<file path="src/rtl/trig_pkg.sv">
package trig_pkg;

   typedef struct packed {
      logic level_ok;
      logic rise_ok;
      logic fall_ok;
   } trig_parts_t;

   typedef enum logic {
      EDGE_RISE = 1'b0,
      EDGE_FALL = 1'b1
   } edge_kind_e;

endpackage

</file>
<file path="src/rtl/trig_level_cmp.sv">
module trig_level_cmp #(
   parameter int NCH = 16
) (
   input  logic [NCH-1:0] sample,
   input  logic [NCH-1:0] value,
   input  logic [NCH-1:0] mask,
   output logic           hit
);
   generate
      if (NCH < 1) begin : g_bad_width
         $error("trig_level_cmp: NCH must be at least 1");
      end
   endgenerate

   always_comb begin
      hit = ((sample & mask) == value);
   end
endmodule

</file>
<file path="src/rtl/trig_edge_cmp.sv">
module trig_edge_cmp
   import trig_pkg::*;
#(
   parameter int         NCH  = 16,
   parameter edge_kind_e KIND = EDGE_RISE
) (
   input  logic [NCH-1:0] prev,
   input  logic [NCH-1:0] cur,
   input  logic [NCH-1:0] mask,
   output logic           hit
);
   logic [NCH-1:0] prev_sel;
   logic [NCH-1:0] cur_sel;

   always_comb begin
      prev_sel = prev & mask;
      cur_sel  = cur & mask;
   end

   generate
      if (KIND == EDGE_RISE) begin : g_rise
         always_comb hit = (prev_sel == '0) && (cur_sel == mask);
      end else begin : g_fall
         always_comb hit = (prev_sel == mask) && (cur_sel == '0);
      end
   endgenerate
endmodule

</file>
<file path="src/rtl/trig_cfg_check.sv">
module trig_cfg_check #(
   parameter int NCH = 16
) (
   input  logic           fast_mode,
   input  logic [NCH-1:0] lvl_mask,
   input  logic [NCH-1:0] rise_mask,
   input  logic [NCH-1:0] fall_mask,
   output logic           err
);
   localparam int CW = $clog2(2 * NCH + 1);

   logic [CW-1:0] n_union;
   logic [CW-1:0] n_total;
   logic [NCH-1:0] either;

   always_comb begin
      either  = rise_mask | fall_mask;
      n_union = '0;
      n_total = '0;
      for (int i = 0; i < NCH; i++) begin
         n_union = n_union + CW'(either[i]);
         n_total = n_total + CW'(rise_mask[i]) + CW'(fall_mask[i]);
      end
      if (fast_mode)
         err = (lvl_mask != '0) || (n_total > CW'(1));
      else
         err = (n_union > CW'(1));
   end
endmodule

</file>
<file path="src/rtl/edge_level_trigger.sv">
module edge_level_trigger
   import trig_pkg::*;
#(
   parameter int NCH = 16
) (
   input  logic           clk,
   input  logic           rst_n,
   input  logic           arm,
   input  logic           fast_mode,
   input  logic           smp_valid,
   input  logic [NCH-1:0] smp_data,
   input  logic [NCH-1:0] lvl_value,
   input  logic [NCH-1:0] lvl_mask,
   input  logic [NCH-1:0] rise_mask,
   input  logic [NCH-1:0] fall_mask,
   output logic           trig_pulse,
   output logic           triggered,
   output logic           config_error
);
   localparam int NEDGE = 2;

   logic [NCH-1:0] prev_q;
   trig_parts_t    parts;
   logic [NEDGE-1:0] edge_hit;
   logic           cfg_bad;
   logic           match;

   trig_level_cmp #(.NCH(NCH)) u_level (
      .sample (smp_data),
      .value  (lvl_value),
      .mask   (lvl_mask),
      .hit    (parts.level_ok)
   );

   generate
      for (genvar e = 0; e < NEDGE; e++) begin : g_edge
         localparam edge_kind_e K = (e == 0) ? EDGE_RISE : EDGE_FALL;
         trig_edge_cmp #(.NCH(NCH), .KIND(K)) u_edge (
            .prev (prev_q),
            .cur  (smp_data),
            .mask ((e == 0) ? rise_mask : fall_mask),
            .hit  (edge_hit[e])
         );
      end
   endgenerate

   always_comb begin
      parts.rise_ok = edge_hit[0];
      parts.fall_ok = edge_hit[1];
   end

   trig_cfg_check #(.NCH(NCH)) u_cfg (
      .fast_mode (fast_mode),
      .lvl_mask  (lvl_mask),
      .rise_mask (rise_mask),
      .fall_mask (fall_mask),
      .err       (cfg_bad)
   );

   always_comb begin
      match        = smp_valid && (&parts) && !cfg_bad;
      config_error = cfg_bad;
   end

   always_ff @(posedge clk or negedge rst_n) begin
      if (!rst_n) begin
         prev_q <= '0;
      end else if (smp_valid) begin
         prev_q <= smp_data;
      end
   end

   always_ff @(posedge clk or negedge rst_n) begin
      if (!rst_n) begin
         trig_pulse <= 1'b0;
         triggered  <= 1'b0;
      end else if (arm) begin
         trig_pulse <= 1'b0;
         triggered  <= 1'b0;
      end else if (match && !triggered) begin
         trig_pulse <= 1'b1;
         triggered  <= 1'b1;
      end else begin
         trig_pulse <= 1'b0;
      end
   end
endmodule

</file>
<file path="config.mk">
export PLATFORM = sky130hd
export DESIGN_NAME = edge_level_trigger
export DESIGN_NICKNAME = d
export VERILOG_FILES = /design/src/rtl/trig_pkg.sv /design/src/rtl/trig_level_cmp.sv /design/src/rtl/trig_edge_cmp.sv /design/src/rtl/trig_cfg_check.sv /design/src/rtl/edge_level_trigger.sv
export SDC_FILE = /design/constraint.sdc
export NUM_CORES = 1
export LEC_CHECK = 0
export BUFFER_PORTS_ARGS = -buffer_cell sky130_fd_sc_hd__buf_2
export CAP_MARGIN = 20
export CORE_AREA = 2 2 68 83
export CTS_CLUSTER_SIZE = 40
export DETAILED_ROUTE_END_ITERATION = 8
export DIE_AREA = 0 0 70 85
export HOLD_SLACK_MARGIN = 0.06
export PLACE_DENSITY = 0.76
export SYNTH_ARGS = -nofsm -noshare
export SYNTH_HDL_FRONTEND = slang
export SYNTH_SLANG_ARGS = --single-unit
</file>
<file path="constraint.sdc">
create_clock -name clk -period 13.5 [get_ports clk]
set_input_delay 1.35 -clock clk [delete_from_list [all_inputs] [get_ports clk]]
set_output_delay 1.35 -clock clk [all_outputs]
set_load 0.02 [all_outputs]
</file>
==> impl_metrics.ini <==
[run_status]
status = complete, no violations

[timing]
whs_ps = 473
max_slew.worst_pin.slew_ps = 435
min_period_ps = 7850
hold_viol_final = 0
timing.fmax_mhz = 127
maxSlewViolCount = 0
finalClockSkew_ps = 1.44
finalSetupViolCount = 0
post-route-period-util = 0.581
relSlewSlack = 0.707
tns_ps = 0
rsz0062_at_grt = no

[power]
switching_power_uw = 176
swShare = 0.453
p_int_uw = 212
leakage_nw = 1.56
powerDensity_nw_per_um2 = 127
clkPwrFrac = 0.100
ir_drop_uv = 62.5
p_seq_frac = 0.159
combPwrFrac = 0.741

[floorplan]
num_io_pins = 88
core-area_um2 = 5150
placementRows = 29
die_width_um = 70
start_util = 0.489
dieArea_um2 = 5950
die_y_um = 85

[synth]
postSynthAreaPerCell_um2 = 9.13
synth_seq_area_share = 0.179
synthTopCellsByArea = fa_1 27%, dfrtp_1 18%, inv_1 8.3%, ha_1 7.0%, nand2_1 6.0%
synthesis.area_um2 = 2520
ys_seq_elements = 18
yosys.area.top_type = fa_1
syn_nets = 409
synth_top_cell_area_share = 0.270
ys.warnings.count = 0
synthCells = 276
synth_cell_types = 35

[clocking]
root_buffer = clkbuf_8
cts_tree = done
cts_resized = 0
cts.sinks = 18
clk_path_buf_depth = 2
cts_setup_buffers = 0
path_clk_slew_ps = 70
cts_made_buffers = 3
clk_latency_ps = 260
htree_levels = 1
cts_hold_buf = 0

[worst_setup_path]
worst-path-stages = 17
criticalPathCategory = in2out
slowest_stage = fa_1
worstPathArrival_ps = 6500
crit_buf_inv = 4
critPathMaxFanout = 4
path_delay_family = adder cells
crit_top_cell = fa_1
worstSetupStartpointType = primary input
ff2ff_path_depth = 5
cpPeakStageDelay_ps = 550
end_kind = output port
rr_startpoint = prev_q[9]
crit_chain = buf_2 > inv_1 > ha_1 > inv_1 > fa_1 > fa_1 > fa_1 > fa_1 > fa_1 > fa_1 > fa_1 > fa_1 > nor4bb_1 > nand4_1 > nor3_1 > nor2_1 > buf_2
startpoint = rise_mask[0]
crit_required_ps = 12150

[global_route]
grt_pass1_vias = 2409
grt_pass1_wl_um = 11900
gr-usage-all-layers = 0.263
grt-ovfl-total = 0
grt_max_degree = 22
antenna_found_initial = 0

[drt]
vias = 2262
wirelength_um = 7430
final_antenna_net_count = 0
first_iter_violations = 134
drtPass1Iterations = 4
wire_per_inst_um = 17.4
via_per_inst = 5.31
drc = 0

[placement]
hpwl_um = 6720
gp_congestion = 0.940
portBuffers = 87

[cells_and_area]
nNetsFinal = 499
antenna_cells = 0
syn_to_final_growth_pct = 21.7
drive_above_1_share = 0.308

[hold_path]
hold_path_depth = 1
worstHoldStart = triggered
min_path_type = reg2reg

[flow_run]
drv_cap = 0
-- layout by cell type, fill, tap and decap left out, drive strengths merged --
master / count
a21o: 1
a21oi: 1
a22oi: 2
a31oi: 2
and4: 1
and4b: 1
buf: 87
clkbuf: 3
dfrtp: 18
fa: 34
ha: 14
inv: 56
mux2: 12
mux2i: 5
nand2: 40
nand2b: 14
nand3: 2
nand4: 4
nor2: 6
nor2b: 4
nor3: 1
nor4: 10
nor4bb: 1
o2111ai: 8
o211ai: 1
o21a: 1
o21ai: 8
o221ai: 1
o22ai: 1
o31ai: 2
or2: 7
or4: 1
xnor2: 11
xor2: 4
-- per-stage QoR --
stage | utilization | instances | area [µm²] | total power, mW | setup WS (ps)
after floorplan | - | 276 | 2520 | 0.268 | 6070
after global placement | 0.587 | 423 | 3020 | 0.340 | 5700
after detailed placement | 0.587 | 423 | 3020 | 0.356 | 5650
after CTS | 0.595 | 426 | 3070 | 0.396 | 5640
after global routing | 0.595 | 426 | 3070 | 0.436 | 5370
final | 0.595 | 426 | 3070 | 0.389 | 5650
-- power by group through the flow --
stage	Clock, mW	Combinational (mW)	Sequential, mW
2_1_floorplan	0	0.206	0.0618
3_3_place_gp	0	0.278	0.0625
3_5_place_dp	0	0.293	0.0628
4_1_cts	0.0401	0.294	0.0617
5_1_grt	0.0413	0.332	0.0624
6_report	0.0389	0.288	0.0618
-- layer usage --
metal | global-route usage | share of wire
met1 | 0.332 | 0.40
met2 | 0.473 | 0.52
met3 | 0.0273 | 0.055
met4 | 0.0857 | 0.028
met5 | 0 | 0
-- logic make-up (layout without fill, tap and decap cells) --
| logic type | after synthesis | count (layout) | share of synthesized area |
|---|---|---|---|
| AOI/OAI and AO/OA | 28 | 28 | 0.0795 |
| adders and majority gates | 48 | 48 | 0.340 |
| DFF | 18 | 18 | 0.179 |
| xor gates and xnor gates | 15 | 15 | 0.0522 |
| buffers and inverters | 58 | 146 | 0.0864 |
| muxes | 17 | 17 | 0.0735 |
| and+or+nand+nor | 92 | 92 | 0.190 |
-- worst paths after layout --
check                                     to  slack, ps
worst max register to register     triggered      11760
max in group asynchronous         prev_q[10]      12170
min in group asynchronous         trig_pulse       1020
worst min-delay path              trig_pulse        470
worst min register to register    trig_pulse        470
worst max-delay path            config_error       5650
-- Yosys cell counts --
cell and instances:
nand2b_1 14, fa_1 34, dfrtp_1 18, inv_1 56, o2111ai_1 8, a21o_1 1
nand4_1 4, a21oi_1 1, nor4_2 1, xor2_1 4, nor3_1 1, nor4_1 9
clkbuf_1 2, xnor2_1 11, a22oi_1 2, o221ai_1 1, or4_4 1, mux2i_1 5
ha_1 14, nor2_1 6, nor4bb_1 1, o22ai_1 1, nand2_1 40, o21a_1 1
and4b_1 1, o21ai_0 8, mux2_2 12, nand3_1 2, and4_1 1, a31oi_1 2
nor2b_1 4, o211ai_1 1, or2_2 7, o31ai_1 1, o31ai_2 1
-- state kept, by name (all words and copies together) (netlist names) --
name,cells
triggered,1
prev_q,16
trig_pulse,1
-- area by class of cell --
| type | count | area (µm²) |
|---|---|---|
| repair buffers | 87 | 435 |
| fillers | 464 | 2090 |
| well taps | 62 | 77.6 |
| flip-flops and latches | 18 | 450 |
| inverters | 56 | 210 |
| multi-input cells | 200 | 1850 |
| clock buffers | 3 | 41.3 |
(Power assumes the default switching activity.)
